## src/rtl/itlb_pkg.sv

```systemverilog
package itlb_pkg;
  localparam int VPN_W = 20;
  localparam int PPN_W = 20;
  localparam int PID_W = 4;

  typedef enum logic [1:0] {
    ST_IDLE  = 2'd0,
    ST_WALK  = 2'd1,
    ST_RETRY = 2'd2
  } ctl_state_e;
endpackage

```

## src/rtl/itlb_match.sv

```systemverilog
module itlb_match
  import itlb_pkg::*;
#(
  parameter int ENTRIES = 16
) (
  input  logic [ENTRIES-1:0]            slot_valid,
  input  logic [ENTRIES-1:0]            slot_shared,
  input  logic [ENTRIES-1:0][PID_W-1:0] slot_pid,
  input  logic [ENTRIES-1:0][VPN_W-1:0] slot_vpn,
  input  logic [VPN_W-1:0]              q_vpn,
  input  logic [PID_W-1:0]              q_pid,
  output logic [ENTRIES-1:0]            hit_vec
);
  // one comparator per slot; the process tag is a don't-care on shared slots
  for (genvar g = 0; g < ENTRIES; g++) begin : g_cmp
    assign hit_vec[g] = slot_valid[g] && (slot_vpn[g] == q_vpn) &&
                        (slot_shared[g] || (slot_pid[g] == q_pid));
  end
endmodule

```

## src/rtl/itlb_pick.sv

```systemverilog
module itlb_pick
  import itlb_pkg::*;
#(
  parameter int ENTRIES = 16
) (
  input  logic [ENTRIES-1:0]            hit_vec,
  input  logic [ENTRIES-1:0][PPN_W-1:0] slot_ppn,
  input  logic [ENTRIES-1:0]            slot_shared,
  output logic                          any_hit,
  output logic [PPN_W-1:0]              sel_ppn,
  output logic                          sel_shared
);
  // lowest slot index wins when several slots match
  always_comb begin
    sel_ppn    = '0;
    sel_shared = 1'b0;
    for (int i = ENTRIES - 1; i >= 0; i--) begin
      if (hit_vec[i]) begin
        sel_ppn    = slot_ppn[i];
        sel_shared = slot_shared[i];
      end
    end
    any_hit = |hit_vec;
  end
endmodule

```

## src/rtl/itlb_ctrl.sv

```systemverilog
module itlb_ctrl
  import itlb_pkg::*;
(
  input  logic             clk,
  input  logic             rst_n,
  input  logic             lk_valid,
  input  logic [VPN_W-1:0] lk_vpn,
  input  logic [PID_W-1:0] lk_pid,
  input  logic             fill_valid,
  input  logic [VPN_W-1:0] fill_vpn,
  input  logic             any_hit,
  output logic             q_en,
  output logic [VPN_W-1:0] q_vpn,
  output logic [PID_W-1:0] q_pid,
  output logic             walk_req,
  output logic [VPN_W-1:0] walk_vpn,
  output logic [PID_W-1:0] walk_pid
);
  ctl_state_e       st_q, st_d;
  logic [VPN_W-1:0] pend_vpn_q;
  logic [PID_W-1:0] pend_pid_q;
  logic             pend_ld;

  always_comb begin
    st_d    = st_q;
    q_en    = 1'b0;
    q_vpn   = lk_vpn;
    q_pid   = lk_pid;
    pend_ld = 1'b0;
    case (st_q)
      ST_IDLE: begin
        q_en = lk_valid;
        if (lk_valid && !any_hit) begin
          st_d    = ST_WALK;
          pend_ld = 1'b1;
        end
      end
      ST_WALK: begin
        if (fill_valid && (fill_vpn == pend_vpn_q)) st_d = ST_RETRY;
      end
      ST_RETRY: begin
        q_en  = 1'b1;
        q_vpn = pend_vpn_q;
        q_pid = pend_pid_q;
        st_d  = any_hit ? ST_IDLE : ST_WALK;
      end
      default: st_d = ST_IDLE;
    endcase
  end

  always_ff @(posedge clk or negedge rst_n) begin
    if (!rst_n) st_q <= ST_IDLE;
    else        st_q <= st_d;
  end

  always_ff @(posedge clk) begin
    if (pend_ld) begin
      pend_vpn_q <= lk_vpn;
      pend_pid_q <= lk_pid;
    end
  end

  assign walk_req = (st_q == ST_WALK);
  assign walk_vpn = pend_vpn_q;
  assign walk_pid = pend_pid_q;
endmodule

```

## src/rtl/itlb_thread.sv

```systemverilog
module itlb_thread
  import itlb_pkg::*;
#(
  parameter int ENTRIES = 16
) (
  input  logic             clk,
  input  logic             rst_n,
  input  logic             lk_valid,
  input  logic [VPN_W-1:0] lk_vpn,
  input  logic [PID_W-1:0] lk_pid,
  input  logic             fill_valid,
  input  logic [VPN_W-1:0] fill_vpn,
  input  logic [PID_W-1:0] fill_pid,
  input  logic [PPN_W-1:0] fill_ppn,
  input  logic             fill_shared,
  input  logic             inv_valid,
  input  logic [PID_W-1:0] inv_pid,
  output logic             rsp_valid,
  output logic             rsp_hit,
  output logic [PPN_W-1:0] rsp_ppn,
  output logic             rsp_shared,
  output logic             walk_req,
  output logic [VPN_W-1:0] walk_vpn,
  output logic [PID_W-1:0] walk_pid
);
  localparam int IDX_W = (ENTRIES > 1) ? $clog2(ENTRIES) : 1;
  localparam logic [IDX_W-1:0] LAST_IDX = IDX_W'(ENTRIES - 1);

  logic [ENTRIES-1:0]            valid_q, valid_d;
  logic [ENTRIES-1:0]            shared_q;
  logic [ENTRIES-1:0][PID_W-1:0] pid_q;
  logic [ENTRIES-1:0][VPN_W-1:0] vpn_q;
  logic [ENTRIES-1:0][PPN_W-1:0] ppn_q;
  logic [IDX_W-1:0]              rr_q, rr_d;

  logic             q_en;
  logic [VPN_W-1:0] q_vpn;
  logic [PID_W-1:0] q_pid;
  logic [ENTRIES-1:0] hit_vec;
  logic             any_hit;
  logic [PPN_W-1:0] sel_ppn;
  logic             sel_shared;

  logic             rsp_valid_q, rsp_hit_q, rsp_shared_q;
  logic [PPN_W-1:0] rsp_ppn_q;

  itlb_ctrl u_ctrl (
    .clk       (clk),
    .rst_n     (rst_n),
    .lk_valid  (lk_valid),
    .lk_vpn    (lk_vpn),
    .lk_pid    (lk_pid),
    .fill_valid(fill_valid),
    .fill_vpn  (fill_vpn),
    .any_hit   (any_hit),
    .q_en      (q_en),
    .q_vpn     (q_vpn),
    .q_pid     (q_pid),
    .walk_req  (walk_req),
    .walk_vpn  (walk_vpn),
    .walk_pid  (walk_pid)
  );

  itlb_match #(.ENTRIES(ENTRIES)) u_match (
    .slot_valid (valid_q),
    .slot_shared(shared_q),
    .slot_pid   (pid_q),
    .slot_vpn   (vpn_q),
    .q_vpn      (q_vpn),
    .q_pid      (q_pid),
    .hit_vec    (hit_vec)
  );

  itlb_pick #(.ENTRIES(ENTRIES)) u_pick (
    .hit_vec    (hit_vec),
    .slot_ppn   (ppn_q),
    .slot_shared(shared_q),
    .any_hit    (any_hit),
    .sel_ppn    (sel_ppn),
    .sel_shared (sel_shared)
  );

  // next state of the slot array: invalidate first, the fill slot overrides
  always_comb begin
    valid_d = valid_q;
    rr_d    = rr_q;
    if (inv_valid) begin
      for (int i = 0; i < ENTRIES; i++) begin
        if (!shared_q[i] && (pid_q[i] == inv_pid)) valid_d[i] = 1'b0;
      end
    end
    if (fill_valid) begin
      valid_d[rr_q] = 1'b1;
      rr_d          = (rr_q == LAST_IDX) ? '0 : rr_q + 1'b1;
    end
  end

  always_ff @(posedge clk or negedge rst_n) begin
    if (!rst_n) begin
      valid_q     <= '0;
      rr_q        <= '0;
      rsp_valid_q <= 1'b0;
      rsp_hit_q   <= 1'b0;
    end else begin
      valid_q     <= valid_d;
      rr_q        <= rr_d;
      rsp_valid_q <= q_en;
      rsp_hit_q   <= q_en && any_hit;
    end
  end

  // payload registers: no reset, written under their own enables
  always_ff @(posedge clk) begin
    if (fill_valid) begin
      shared_q[rr_q] <= fill_shared;
      pid_q[rr_q]    <= fill_pid;
      vpn_q[rr_q]    <= fill_vpn;
      ppn_q[rr_q]    <= fill_ppn;
    end
    if (q_en) begin
      rsp_ppn_q    <= sel_ppn;
      rsp_shared_q <= sel_shared;
    end
  end

  assign rsp_valid  = rsp_valid_q;
  assign rsp_hit    = rsp_hit_q;
  assign rsp_ppn    = rsp_ppn_q;
  assign rsp_shared = rsp_shared_q;
endmodule

```

## config.mk

```make
export PLATFORM = sky130hd
export DESIGN_NAME = itlb_thread
export DESIGN_NICKNAME = d
export VERILOG_FILES = /design/src/rtl/itlb_pkg.sv /design/src/rtl/itlb_match.sv /design/src/rtl/itlb_pick.sv /design/src/rtl/itlb_ctrl.sv /design/src/rtl/itlb_thread.sv
export SDC_FILE = /design/constraint.sdc
export NUM_CORES = 1
export LEC_CHECK = 0
export ABC_AREA = 1
export BUFFER_PORTS_ARGS = -buffer_cell sky130_fd_sc_hd__buf_2
export CORE_MARGIN = 2
export CORE_UTILIZATION = 42
export DETAILED_ROUTE_END_ITERATION = 16
export SLEW_MARGIN = 15
export SYNTH_ARGS = -nofsm -noshare
export SYNTH_HDL_FRONTEND = slang
export SYNTH_HIERARCHICAL = 1
export SYNTH_SLANG_ARGS = --single-unit
export TNS_END_PERCENT = 10
```

## constraint.sdc

```tcl
create_clock -name clk -period 5.75 [get_ports clk]
set_clock_uncertainty 0.2 [all_clocks]
set_input_delay 1.4375 -clock clk [delete_from_list [all_inputs] [get_ports clk]]
set_output_delay 1.4375 -clock clk [all_outputs]
set_load 0.1 [all_outputs]
```

==> impl_metrics.xml <==
<?xml version="1.0" encoding="UTF-8"?>
<metrics>
  <group name="sta">
    <metric name="max_freq" unit="GHz">0.191</metric>
    <metric name="final.period_utilization" unit="%">91.1</metric>
    <metric name="fin_crit" unit="ns">5.24</metric>
    <metric name="final_max_slew_viol_count" unit="">0</metric>
    <metric name="finalHoldViolations" unit="">0</metric>
    <metric name="worst-slew-pin-transition" unit="ns">1.29</metric>
    <metric name="timing.final.setup_violations" unit="">0</metric>
    <metric name="timing.slew.headroom" unit="%">13.7</metric>
    <metric name="final_critical_path_setup_slack" unit="ns">0.513</metric>
    <metric name="fin_setup_tns" unit="ns">0</metric>
    <metric name="setup_repair_after_global_routing_missed_its_margin" unit="">no</metric>
  </group>
  <group name="placement">
    <metric name="pre_cts_slack" unit="ns">0.259</metric>
    <metric name="port_buffers" unit="">125</metric>
    <metric name="dp_hpwl" unit="mm">76.2</metric>
    <metric name="routabilityCongestion" unit="">0.940</metric>
  </group>
  <group name="worst_setup_path">
    <metric name="critical-path-top-delay-family" unit="">simple AND/OR/NAND/NOR gates</metric>
    <metric name="cp.required" unit="ns">5.94</metric>
    <metric name="critical_path_peak_fanout" unit="">45</metric>
    <metric name="worst-endpoint-arrival" unit="ns">5.43</metric>
    <metric name="max_stage_delay" unit="ns">1.11</metric>
    <metric name="critical_path_most_common_cell" unit="">nand2_1</metric>
    <metric name="cp_slowest_cell" unit="">o21ai_1</metric>
    <metric name="worstSetupEndpointType" unit="">register</metric>
    <metric name="timing.setup.critical_path_class" unit="">register to register</metric>
    <metric name="critical_path.startpoint_type" unit="">register</metric>
    <metric name="timing.critical_path.cells" unit="">inv_2 -&gt; nand2_4 -&gt; o21ai_1 -&gt; inv_2 -&gt; nand2_1 -&gt; nand2_1 -&gt; nor2_1 -&gt; nand2_1 -&gt; nor2_1 -&gt; nand2_1 -&gt; nor2_1 -&gt; inv_1 -&gt; nor2_2 -&gt; inv_1 -&gt; buf_4 -&gt; o221a_2 -&gt; nand2_1 -&gt; nand2_1</metric>
    <metric name="worst-path-buf-inv" unit="">5</metric>
  </group>
  <group name="route">
    <metric name="drt_first_pass_iters" unit="">6</metric>
    <metric name="routed-via-count" unit="">27500</metric>
    <metric name="route.detailed.vias_per_inst" unit="">5.16</metric>
    <metric name="detail_route.iter0.violations" unit="">3188</metric>
    <metric name="wire_per_inst" unit="um">22.2</metric>
    <metric name="ant_nets" unit="">0</metric>
    <metric name="route.final.wire_length" unit="mm">118</metric>
    <metric name="drc_violations_left" unit="">0</metric>
  </group>
  <group name="power_and_ir_drop">
    <metric name="power.sequential.fraction" unit="%">50.4</metric>
    <metric name="power.leakage" unit="nW">18.3</metric>
    <metric name="total_switching_power" unit="W">0.00378</metric>
    <metric name="swShare" unit="%">26.6</metric>
    <metric name="peakVddDrop" unit="uV">234</metric>
    <metric name="power.share.combinational" unit="%">10.9</metric>
    <metric name="powerDensity" unit="mW/mm^2">341</metric>
    <metric name="power.share.clock" unit="%">38.7</metric>
    <metric name="p_int" unit="W">0.0104</metric>
  </group>
  <group name="logic_synthesis">
    <metric name="synth-async-reset-ratio" unit="%">3.04</metric>
    <metric name="biggest_area_consumer_among_synthesized_cells" unit="">edfxtp_1</metric>
    <metric name="post_synth.cell_area_avg" unit="sq um">9.37</metric>
    <metric name="post-synth-top-area-fraction" unit="%">62.6</metric>
    <metric name="largest_cells_by_area_after_synthesis" unit="">edfxtp_1, nand2_1, inv_1, nor2_1, dfrtp_1</metric>
    <metric name="synth.yosys.seq_area_share" unit="%">64.3</metric>
    <metric name="area_of_the_mapped_netlist" unit="sq mm">0.0367</metric>
    <metric name="synth.distinct_cells" unit="">38</metric>
    <metric name="synth_enable_flop_cells" unit="">765</metric>
    <metric name="synth.yosys.warnings" unit="">6</metric>
    <metric name="yosys_most_used_dff" unit="">edfxtp_1</metric>
    <metric name="synth_nets" unit="">3996</metric>
    <metric name="syn-instance-count" unit="">3914</metric>
    <metric name="synth.ff_latch_count" unit="">789</metric>
  </group>
  <group name="clocking">
    <metric name="cts_num_sinks" unit="">789</metric>
    <metric name="cts_buffers" unit="">87</metric>
    <metric name="post_cts_resized" unit="">0</metric>
    <metric name="clk_path_buf_depth" unit="">3</metric>
    <metric name="cts_hold_buffers" unit="">0</metric>
    <metric name="clk_pin_slew_worst_paths" unit="ns">0.06</metric>
    <metric name="clk_latency" unit="ns">0.65</metric>
    <metric name="clk_root_buffer_cell" unit="">clkbuf_16</metric>
    <metric name="tritoncts" unit="">built</metric>
    <metric name="cts_htree_levels" unit="">3</metric>
    <metric name="cts.repair_timing.setup_buffer_count" unit="">0</metric>
  </group>
  <group name="final_layout">
    <metric name="filler_cell_count" unit="">7936</metric>
    <metric name="drive_gt1_share" unit="%">10.7</metric>
    <metric name="syn_to_final_growth" unit="%">13.5</metric>
    <metric name="finish.net_count" unit="">4184</metric>
  </group>
  <group name="flow_run">
    <metric name="cap_viol_max_count" unit="">0</metric>
  </group>
  <group name="global_route">
    <metric name="antenna_violations_before_repair" unit="">2</metric>
    <metric name="pin_count_of_the_biggest_net_entering_global_routing" unit="">47</metric>
    <metric name="grt_pass1_vias" unit="">25500</metric>
    <metric name="global_route.usage.total" unit="%">26.1</metric>
    <metric name="grt_first_pass_wirelength" unit="mm">170</metric>
    <metric name="grt_remaining_overflow" unit="">0</metric>
  </group>
  <group name="floorplanning">
    <metric name="fp.dieArea" unit="sq mm">0.0897</metric>
    <metric name="std_cell_rows" unit="">108</metric>
    <metric name="height_of_the_chip" unit="um">299</metric>
    <metric name="initial_utilization" unit="%">42.3</metric>
    <metric name="die_width" unit="um">299</metric>
    <metric name="pin_count" unit="">126</metric>
    <metric name="core_area" unit="sq mm">0.0866</metric>
  </group>
  <group name="outcome">
    <metric name="outcome" unit="">completed</metric>
  </group>
  <group name="min_path">
    <metric name="hold_class" unit="">register to register</metric>
  </group>
</metrics>
## registers in the layout, indices dropped and copies added (netlist names)
name             cells
pid_q               64
ppn_q              320
rr_q                 4
rsp_hit              1
rsp_ppn             20
rsp_shared           1
rsp_valid            1
shared_q            16
u_ctrl/st_q          2
u_ctrl/walk_pid      4
u_ctrl/walk_vpn     20
valid_q             16
vpn_q              320
## metal layers
metal / global-route usage, % / vias to the layer above / wire, um
met5: 0 / - / 0
met4: 10.2 / 0 / 4860
met3: 4.96 / 224 / 11900
met2: 40.3 / 1428 / 52700
met1: 36.3 / 13100 / 48800
li1: - / 12800 / -
## tightest hold or removal path: cells and delay by family, from the launching register on
kind | cells | cell delay (ns)
DFF | 1 | 0.36
and+or+nand+nor | 2 | 0.11
## synth_stat cells (all sizes together) (16+ instances only)
master,instances
nor3,37
nand3,49
o211ai,16
nand2,1658
dfrtp,24
edfxtp,765
o21ai,86
xnor2,24
inv,545
nor2,421
buf,117
a221oi,37
a21oi,80
## layout make-up
| type | count | area [sq um] | share of cell area (%) |
|---|---|---|---|
| inverters | 547 | 2060 | 4.94 |
| multi-input cells | 2449 | 10400 | 24.9 |
| clock inverters | 52 | 513 | 1.23 |
| clock buffers | 103 | 2260 | 5.42 |
| repair buffers | 228 | 1440 | 3.45 |
| flip-flops and latches | 789 | 23600 | 56.6 |
| well taps | 1155 | 1450 | 3.47 |
| diodes | 1 | 2.50 | 0.00601 |
## cell usage in the layout (no fill, tap or decap), types with 2 or more instances in the layout
master	instances
buf_12	3
buf_2	125
nor2_1	390
o21ai_2	2
inv_2	30
nor2_2	12
o21ai_0	44
nand2_1	1645
a221oi_1	37
o211ai_1	16
nor3_1	37
clkinvlp_4	3
bufinv_16	8
xnor2_1	24
clkbuf_16	88
clkinv_4	2
a21oi_1	75
nor2_4	18
clkbuf_1	15
nand4_1	2
a21oi_2	5
edfxtp_1	765
or2_1	2
nand3_1	49
dfrtp_1	24
inv_1	514
buf_4	100
and2_0	10
o221a_2	12
clkinv_8	2
mux2_2	5
clkinv_1	22
inv_6	4
clkinv_2	12
o21ai_1	40
ha_1	4
nand2_2	11
and2_1	2
nand2_4	2
## stage by stage
| stage | cell area, sq um | std cells | total power [W] | util, % | hold WS, ns |
|---|---|---|---|---|---|
| after CTS | 41600 | 5323 | 0.0142 | 48.1 | 0.295 |
| after detailed placement | 38900 | 5168 | 0.00878 | 44.9 | 0.277 |
| after floorplan | 36700 | 3914 | 0.00804 | - | 0.242 |
| after global placement | 38900 | 5168 | 0.00876 | 44.9 | 0.274 |
| final | 41600 | 5324 | 0.0142 | 48.1 | 0.295 |
| after global routing | 41600 | 5323 | 0.0147 | 48.1 | 0.324 |
## worst paths after layout
kind | startpoint | to | slack [ns] | cells past startpoint
setup / recovery | u_ctrl/st_q[0] | rsp_ppn[0] | 0.51 | 18
hold / removal | valid_q[5] | valid_q[5] | 0.29 | 2
setup reg to reg | u_ctrl/st_q[0] | rsp_ppn[0] | 0.51 | 18
hold reg to reg | valid_q[5] | valid_q[5] | 0.29 | 2
max in group asynchronous | rst_n | valid_q[3] | 4.31 | 1
min in group asynchronous | rst_n | rr_q[1] | 0.62 | 1
## logic make-up (layout without fill, tap and decap cells)
family,after synthesis,in the layout,synth area share (%)
AO/OA/AOI/OAI,231,231,3.90
XOR/XNOR,25,25,0.597
adder cells (fa/ha/maj),4,4,0.136
buffers and inverters,676,930,7.90
flip-flops,789,789,64.3
multiplexers,5,5,0.154
other,0,1,0
AND/OR/NAND/NOR,2184,2184,23.0
## power by group through the flow
stage	clock [W]	sequential [W]	combinational [W]
2_1_floorplan	0	0.00720	0.000833
3_3_place_gp	0	0.00726	0.00150
3_5_place_dp	0	0.00727	0.00152
4_1_cts	0.00556	0.00715	0.00152
5_1_grt	0.00579	0.00720	0.00168
6_report	0.00550	0.00716	0.00154
(Power assumes the default switching activity.)
